### src/rtl/adc_rx_pkg.sv
package adc_rx_pkg;
  typedef enum logic [1:0] {
    ST_IDLE = 2'd0,
    ST_LEAD = 2'd1,
    ST_DATA = 2'd2
  } rxState_t;

  typedef struct packed {
    logic clear;
    logic shift;
    logic capture;
    logic error;
  } ctlStrb_t;
endpackage

### src/rtl/adc_rx_sync.sv
module adc_rx_sync #(
  parameter int WIDTH  = 3,
  parameter int STAGES = 2
) (
  input  logic             clk,
  input  logic             rstN,
  input  logic [WIDTH-1:0] asyncIn,
  output logic [WIDTH-1:0] syncOut,
  output logic [WIDTH-1:0] prevOut
);
  for (genvar g = 0; g < WIDTH; g++) begin : g_line
    logic [STAGES-1:0] chain;
    logic              delayed;
    always_ff @(posedge clk or negedge rstN) begin
      if (!rstN) begin
        chain   <= '0;
        delayed <= 1'b0;
      end else begin
        chain   <= {chain[STAGES-2:0], asyncIn[g]};
        delayed <= chain[STAGES-1];
      end
    end
    assign syncOut[g] = chain[STAGES-1];
    assign prevOut[g] = delayed;
  end
endmodule

### src/rtl/adc_rx_ctrl.sv
module adc_rx_ctrl
  import adc_rx_pkg::*;
#(
  parameter int DATA_BITS = 14,
  parameter int LEAD_BITS = 2
) (
  input  logic     clk,
  input  logic     rstN,
  input  logic     strbFall,
  input  logic     sclkRise,
  input  logic     bitIn,
  output ctlStrb_t ctl
);
  localparam int MAX_BITS = (DATA_BITS > LEAD_BITS) ? DATA_BITS : LEAD_BITS;
  localparam int CNT_W = $clog2(MAX_BITS + 1);
  localparam logic [CNT_W-1:0] DATA_LAST = CNT_W'(DATA_BITS - 1);
  localparam logic [CNT_W-1:0] LEAD_LAST = CNT_W'((LEAD_BITS > 0) ? LEAD_BITS - 1 : 0);
  localparam rxState_t START_ST = (LEAD_BITS == 0) ? ST_DATA : ST_LEAD;

  rxState_t state, nextState;
  logic [CNT_W-1:0] cnt, nextCnt;

  always_comb begin
    ctl       = '0;
    nextState = state;
    nextCnt   = cnt;
    if (strbFall) begin
      ctl.clear = 1'b1;
      nextCnt   = '0;
      nextState = START_ST;
    end else if (sclkRise) begin
      case (state)
        ST_LEAD: begin
          if (bitIn) begin
            ctl.error = 1'b1;
            nextState = ST_IDLE;
            nextCnt   = '0;
          end else if (cnt == LEAD_LAST) begin
            nextState = ST_DATA;
            nextCnt   = '0;
          end else begin
            nextCnt = cnt + 1'b1;
          end
        end
        ST_DATA: begin
          if (cnt == DATA_LAST) begin
            ctl.capture = 1'b1;
            nextState   = ST_IDLE;
            nextCnt     = '0;
          end else begin
            ctl.shift = 1'b1;
            nextCnt   = cnt + 1'b1;
          end
        end
        default: ;
      endcase
    end
  end

  always_ff @(posedge clk or negedge rstN) begin
    if (!rstN) begin
      state <= ST_IDLE;
      cnt   <= '0;
    end else begin
      state <= nextState;
      cnt   <= nextCnt;
    end
  end
endmodule

### src/rtl/adc_rx_datapath.sv
module adc_rx_datapath
  import adc_rx_pkg::*;
#(
  parameter int DATA_BITS = 14
) (
  input  logic                 clk,
  input  logic                 rstN,
  input  ctlStrb_t             ctl,
  input  logic                 bitIn,
  output logic [DATA_BITS-1:0] wordOut,
  output logic                 wordValid,
  output logic                 frameErr
);
  logic [DATA_BITS-1:0] shiftReg;
  logic [DATA_BITS-1:0] nextWord;

  assign nextWord = {shiftReg[DATA_BITS-2:0], bitIn};

  always_ff @(posedge clk or negedge rstN) begin
    if (!rstN) begin
      shiftReg  <= '0;
      wordOut   <= '0;
      wordValid <= 1'b0;
      frameErr  <= 1'b0;
    end else begin
      wordValid <= ctl.capture;
      frameErr  <= ctl.error;
      if (ctl.clear) begin
        shiftReg <= '0;
      end else if (ctl.shift) begin
        shiftReg <= nextWord;
      end
      if (ctl.capture) begin
        wordOut <= nextWord;
      end
    end
  end
endmodule

### src/rtl/adc_serial_rx.sv
module adc_serial_rx
  import adc_rx_pkg::*;
#(
  parameter int DATA_BITS   = 14,
  parameter int LEAD_BITS   = 2,
  parameter int SYNC_STAGES = 2
) (
  input  logic                 clk,
  input  logic                 rstN,
  input  logic                 sclkIn,
  input  logic                 strbIn,
  input  logic                 sdataIn,
  output logic [DATA_BITS-1:0] wordOut,
  output logic                 wordValid,
  output logic                 frameErr
);
  localparam int LINES = 3;

  logic [LINES-1:0] syncNow, syncPrev;
  logic sclkRise, strbFall, bitIn;
  ctlStrb_t ctl;

  adc_rx_sync #(.WIDTH(LINES), .STAGES(SYNC_STAGES)) sync_i (
    .clk(clk), .rstN(rstN),
    .asyncIn({sdataIn, strbIn, sclkIn}),
    .syncOut(syncNow), .prevOut(syncPrev)
  );

  assign sclkRise = syncNow[0] & ~syncPrev[0];
  assign strbFall = ~syncNow[1] & syncPrev[1];
  assign bitIn    = syncNow[2];

  adc_rx_ctrl #(.DATA_BITS(DATA_BITS), .LEAD_BITS(LEAD_BITS)) ctrl_i (
    .clk(clk), .rstN(rstN), .strbFall(strbFall), .sclkRise(sclkRise),
    .bitIn(bitIn), .ctl(ctl)
  );

  adc_rx_datapath #(.DATA_BITS(DATA_BITS)) dp_i (
    .clk(clk), .rstN(rstN), .ctl(ctl), .bitIn(bitIn),
    .wordOut(wordOut), .wordValid(wordValid), .frameErr(frameErr)
  );
endmodule

### config.mk
export PLATFORM = sky130hd
export DESIGN_NAME = adc_serial_rx
export DESIGN_NICKNAME = d
export VERILOG_FILES = /design/src/rtl/adc_rx_pkg.sv /design/src/rtl/adc_rx_sync.sv /design/src/rtl/adc_rx_ctrl.sv /design/src/rtl/adc_rx_datapath.sv /design/src/rtl/adc_serial_rx.sv
export SDC_FILE = /design/constraint.sdc
export NUM_CORES = 1
export LEC_CHECK = 0
export BUFFER_PORTS_ARGS = -buffer_cell sky130_fd_sc_hd__buf_2
export CAP_MARGIN = 20
export CORE_UTILIZATION = 30
export DETAILED_ROUTE_END_ITERATION = 6
export PLACE_DENSITY = 0.5
export RECOVER_POWER = 50
export SLEW_MARGIN = 10
export SYNTH_ARGS = -nofsm -noshare
export SYNTH_HDL_FRONTEND = slang
export SYNTH_SLANG_ARGS = --single-unit
### constraint.sdc
create_clock -name clk -period 3.8 [get_ports clk]
set_input_delay 0.38 -clock clk [delete_from_list [all_inputs] [get_ports clk]]
set_output_delay 0.38 -clock clk [all_outputs]
set_load 0.03 [all_outputs]
After elaboration in Yosys (flattened, before gate mapping)
Cells that the tools add are included.
{ "word_totals": {"register_bits": 43, "output_inout_bits": 16} }
{ "op_classes": {"addsub": 1, "n_eq_ne": 6, "mux": 22, "n_bitwise": 4, "n_reduce_logical": 5} }
{ "op_table": {"columns": ["operator", "n"], "rows": [
  ["$mux W13", 2],
  ["$mux W4", 5],
  ["$mux W2", 6],
  ["$pmux W4 S2", 1],
  ["$mux W3", 2],
  ["$mux W1", 5],
  ["$add A4 B1 Y4 const B", 1],
  ["$eq A4 B1 Y1 const B", 1],
  ["$eq A4 B4 Y1 const B", 1],
  ["$ne A4 B2 Y1 const B", 1],
  ["$pmux W2 S2", 1],
  ["$reduce_and A4 Y1", 1],
  ["$reduce_bool A2 Y1", 2],
  ["$ne A3 B1 Y1 const B", 1],
  ["$reduce_bool A3 Y1", 1],
  ["$and A1 B1 Y1", 2],
  ["$eq A2 B1 Y1 const B", 1],
  ["$eq A2 B2 Y1 const B", 1],
  ["$not A1 Y1", 2],
  ["$reduce_and A2 Y1", 1]
]} }

Longest topological paths before layout
{ "logic_depth": {"depth_word": 7, "depth_mapped": 7} }

Cells and area by module
Synthesis repeated with hierarchy kept, for this count alone.
{ "hier_totals": {"cells_unflattened": 145, "area_unflattened_um2": 1855.5} }
{ "by_module_without_submodules": {"columns": ["mod", "instances", "cells_each", "area_per_inst_um2", "seq_area_each_um2"], "rows": [
  ["adc_rx_datapath", 1, 73, 1096.1, 725.7],
  ["adc_rx_ctrl", 1, 55, 461.7, 150.1],
  ["adc_rx_sync", 1, 15, 270.3, 225.2],
  ["adc_serial_rx", 1, 2, 27.5, 0.0]
]} }

Worst setup path after synthesis
No wires, ideal clock.
{ "synth_path": {"path_kind": "reg2reg", "startpoint": "register ctrl_i.state[0]", "endpoint": "register ctrl_i.cnt[3]", "setup_ns": 0.082, "arrival_ns": 1.775, "required_ns": 3.718, "path_slack_ns": 1.943, "stages_incl_launch_ff": 7, "path_buffers": 1, "cell_sequence": "dfrtp_1 -> inv_1 -> ha_1 -> or3b_1 -> buf_6 -> or4_1 -> a31oi_1"} }
{ "synth_between": {"elab_chain_cells": 4, "elab_cells_between_ends": 7, "classes_between": "eq/ne: 2; mux: 3; reduce/logical: 2"} }
{ "synth_rtl": {"columns": ["element", "line", "source"], "rows": [
  ["from (decl)", "adc_rx_ctrl.sv:20", "rxState_t state, nextState;"],
  ["from (signal assigned)", "adc_rx_ctrl.sv:65", "state <= nextState;"],
  ["$eq A2 B2 Y1 or $eq A2 B1 Y1 (tied branches)", "adc_rx_ctrl.sv:32", "case (state)"],
  ["$pmux W4 S2", "adc_rx_ctrl.sv:32", null],
  ["$mux W4", "adc_rx_ctrl.sv:31", "end else if (sclkRise) begin"],
  ["$mux W4", "adc_rx_ctrl.sv:27", "if (strbFall) begin"],
  ["to (signal assigned)", "adc_rx_ctrl.sv:66", "cnt <= nextCnt;"],
  ["to (decl)", "adc_rx_ctrl.sv:21", "logic [CNT_W-1:0] cnt, nextCnt;"]
]} }
Several ways; a longest one is shown, not always the timed one. The select of a mux whose other input is x is not followed.
A chain may end at the register's enable or synchronous reset.

Worst setup path in the final report
{ "layout_path": {"startpoint": "register ctrl_i.state[0]", "endpoint": "register dp_i.wordOut[6]"} }
{ "layout_between": {"elab_chain_cells": 4} }
{ "layout_rtl": {"columns": ["element", "line", "source"], "rows": [
  ["$eq A2 B2 Y1", "adc_rx_ctrl.sv:32", null],
  ["$mux W2", "adc_rx_ctrl.sv:32", null],
  ["$mux W3", "adc_rx_ctrl.sv:31", null],
  ["$mux W3", "adc_rx_ctrl.sv:27", null],
  ["to (signal assigned)", "adc_rx_datapath.sv:34", "wordOut <= nextWord;"],
  ["to (decl)", "adc_rx_datapath.sv:10", "output logic [DATA_BITS-1:0] wordOut,"]
]} }
No other way between the ends.

==> summary by stage <==
Yosys
A synthesized cell averages between 10 and 15 µm². For this run, asynchronously set or reset flops after synthesis account for 100%. The count of different cell masters after synthesis is 28. The number of flops mapped to enable cells by yosys is 0. Ranked by total cell area, the synthesized netlist is headed by sky130_fd_sc_hd__dfrtp_1 63%, sky130_fd_sc_hd__mux2_2 9.2%, sky130_fd_sc_hd__nand2_1 6.5%, sky130_fd_sc_hd__a21oi_1 4.4%, sky130_fd_sc_hd__ha_1 2.9%.

The top cell type by area accounts for a little over three fifths of the synthesized area. Counting every instance in the synthesized netlist gives between 100 and 150. The flop and latch count out of synthesis is between 40 and 50.

The sequential-to-total area share from yosys stat is between 60% and 70%. sky130_fd_sc_hd__dfrtp_1 takes more of the synthesized area than any other cell. Among all flip-flop cells after synthesis, the most frequent one is sky130_fd_sc_hd__dfrtp_1. The synthesized netlist occupies a cell area of about 1700 µm². The total of warnings raised by yosys is 0.

Synthesis produced a netlist with a net count of between 150 and 200.

Job
The number of violations of the max-capacitance limit is 1.

Outcome
The run finished, with violations left. The final reports fail on capacitance limit, slew limit.

Floorplan
The die is between 70 and 80 µm tall. For this design the top-level I/O count stands at 21. The floorplan step defined a die boundary enclosing slightly above 6000 µm².

The number of placement rows is 27. The initial utilization of the core area, before any placement, comes to between 30% and 40%. The die is about 78 µm wide. The core area is approximately 5500 µm².

Clock network
In this run the number of H-tree levels came out at 2. TritonCTS built the clock tree. Post-CTS timing repair inserted 0 buffers for setup. The root cell of the clock tree is sky130_fd_sc_hd__clkbuf_8. The insertion delay to the later sink of the worst-skew pair is 0.29 ns. Counting every sink on the clock net gives 43. The clock passes through at most 2 buffers. After clock tree synthesis, the clock-pin slew on the worst setup and hold paths is about 0.080 ns. Clock tree synthesis inserted a total of 5 buffers. The post-cts hold buffer count is 0. The number of gates resized after CTS was 0.

Detailed routing
The final route contains around 1100 vias. The number of DRC markers in iteration 0 is 110. Dividing the detail-routed wire length by the instance count gives between 10 and 15 µm. The first detailed-routing pass ran for 4 iterations. The routed wire length is just under 3000 µm. The count of nets left with antenna violations once routing finished came out at 0. The number of remaining DRC errors is 0. The via density per instance is between 4 and 5.

Place
After legalization and detailed placement, the total HPWL measured 1980 µm. The worst slack at placement is 1.41 ns. In this run the tool buffered the top-level ports with 20 buffer cells. At the end of routability-driven placement, the weighted congestion stood at between 0.7 and 0.8. Once placement finished, the instance area stood at ~1900 µm².

Critical path
The count of buffer and inverter cells on the critical path is 2. The type of element capturing the critical path is a register. For this design, the slowest cell found on the critical path is sky130_fd_sc_hd__nor3_2. The worst path arrival time is ~2.3 ns. The family with the most delay on the worst path is simple AND/OR/NAND/NOR gates.

The maximum fanout along the worst path is 8. The delay of the slowest cell on the worst path is approximately 0.53 ns. The signal on the critical path passes through inv_1 > ha_1 > nand3b_1 > nor3_2 > buf_6 > mux2_2.

The critical setup path kind is reg -> reg. The startpoint class of the critical path is a register. Data on the critical path is required at its endpoint by ~4 ns.

GRT
The initial antenna violation count is 0. The leftover overflow at the end of global routing is 0. The via count of the first global-routing pass came to between 1000 and 1500. The first global-routing pass estimated about 5400 µm of wire. Global routing used 11.3% of the available tracks. The largest net degree at the start of global routing is 44.

STA
The count of endpoints failing hold in the final timing report is 0. The setup slack after layout is 1.69 ns. In this run the tightest slew margin relative to its limit is -46.2%. The worst path in the final design needs a cycle of 2.11 ns, including I/O delays and setup. The final count of pins violating max slew is between 40 and 50. Setup repair after global routing left no endpoint under its margin.

At the pin with the least slew margin, the transition time is between 2 and 2.5 ns. The final critical path takes up 55.6% of the cycle. For the final routed database, the setup TNS stands at 0 ns. The tightest hold margin is 0.196 ns. The final count of negative-setup-slack endpoints is 0. The worst clock skew is about 0.0057 ns. Derived from the worst setup path, the maximum achievable clock frequency is ~0.47 GHz.

Finish
The most common cell after layout, fill and taps aside is sky130_fd_sc_hd__dfrtp_1. After routing the design area is approximately 2000 µm². Relative to the synthesized area, the layout overhead comes to 15.0%. The antenna diode count is 0. In the layout the commonest cells are 43 x sky130_fd_sc_hd__dfrtp_1, 30 x sky130_fd_sc_hd__nand2_1, 19 x sky130_fd_sc_hd__buf_2. After filler insertion, the fill cell instance count of the layout stands at 539. Cells with a size suffix above 1 make up between 20% and 30% of the layout.

The final net count is 177.

Power
The leakage power summed over all cells is about 0.94 nW. Across the VDD grid, the largest voltage drop is between 0.2 and 0.25 mV. The final total power is between 0.8 and 0.9 mW. Power spread over the standard cell area amounts to around 430 nW/µm².

Min path
The type of the most critical hold path is in -> reg.
[routing by layer]
metal / track usage [%] / vias to the layer above / share of wire (%)
li1: - / 539 / -
met3: 3.65 / 6 / 4.4
met2: 19.0 / 25 / 49
met4: 3.96 / 0 / 1.4
met5: 0 / - / 0
met1: 13.5 / 557 / 45
[cells in the mapped netlist (2+ instances only)]
library cell and number:
sky130_fd_sc_hd__dfrtp_1 43, sky130_fd_sc_hd__nand2_1 30, sky130_fd_sc_hd__a21oi_1 15, sky130_fd_sc_hd__mux2_2 14
sky130_fd_sc_hd__ha_1 4, sky130_fd_sc_hd__nor2_1 4, sky130_fd_sc_hd__clkbuf_1 3, sky130_fd_sc_hd__inv_1 3
sky130_fd_sc_hd__nand3_1 3, sky130_fd_sc_hd__nor2b_1 3, sky130_fd_sc_hd__a31oi_1 2, sky130_fd_sc_hd__mux2i_1 2
sky130_fd_sc_hd__nand2b_1 2, sky130_fd_sc_hd__nand4_1 2, sky130_fd_sc_hd__or3_2 2
[cell type report]
cell class / count / area (µm²) / share of cell area, %
multi-input combinational: 93 / 601 / 30.3
clock buffer: 6 / 72.6 / 3.66
tap: 72 / 90.1 / 4.55
clock inverter: 2 / 12.5 / 0.632
sequential: 43 / 1080 / 54.3
timing repair buffer: 22 / 118 / 5.94
inverter: 3 / 11.3 / 0.569
[flip-flops by register name, indices dropped and copies added, names as in the netlist]
register / flops
ctrl_i.cnt: 4
dp_i.shiftReg: 13
dp_i.frameErr: 1
sync_i.g_line.chain: 6
dp_i.wordOut: 14
dp_i.wordValid: 1
ctrl_i.state: 2
sync_i.g_line.delayed: 2
[report_power, final]
group	total [mW]	leakage (nW)	switching [mW]	internal [mW]
sequential	0.486	0.577	0.0129	0.474
clock	0.279	0.0412	0.151	0.128
combinational	0.0821	0.324	0.0496	0.0325
[final timing paths]
kind | startpoint | endpoint | slack (ns) | cells after the start
hold reg to reg | sync_i.g_line[2].chain[0] | sync_i.g_line[2].chain[1] | 0.35 | 0
setup reg to reg | ctrl_i.state[0] | dp_i.wordOut[6] | 1.69 | 6
setup / recovery | ctrl_i.state[0] | dp_i.wordOut[6] | 1.69 | 6
hold / removal | sclkIn | sync_i.g_line[0].chain[0] | 0.20 | 1
min in group asynchronous | rstN | dp_i.shiftReg[10] | 0.73 | 1
max in group asynchronous | rstN | dp_i.shiftReg[5] | 1.82 | 1
[cells by family (layout without fill, tap and decap cells)]
logic type	after synthesis	after routing	share of synthesized area, %
adder cells (fa/ha/maj)	4	4	2.91
AND/OR/NAND/NOR	54	54	15.6
buffers and inverters	9	33	2.62
AO/OA/AOI/OAI	19	19	6.03
multiplexers	16	16	10.3
flip-flops	43	43	62.5
[metrics by stage]
step	util, %	cells
floorplan	-	145
global placement	34.2	232
detailed placement	34.2	232
CTS	35.8	240
global route	36.0	241
finish	36.0	241
Power figures use the tool's default switching activity.
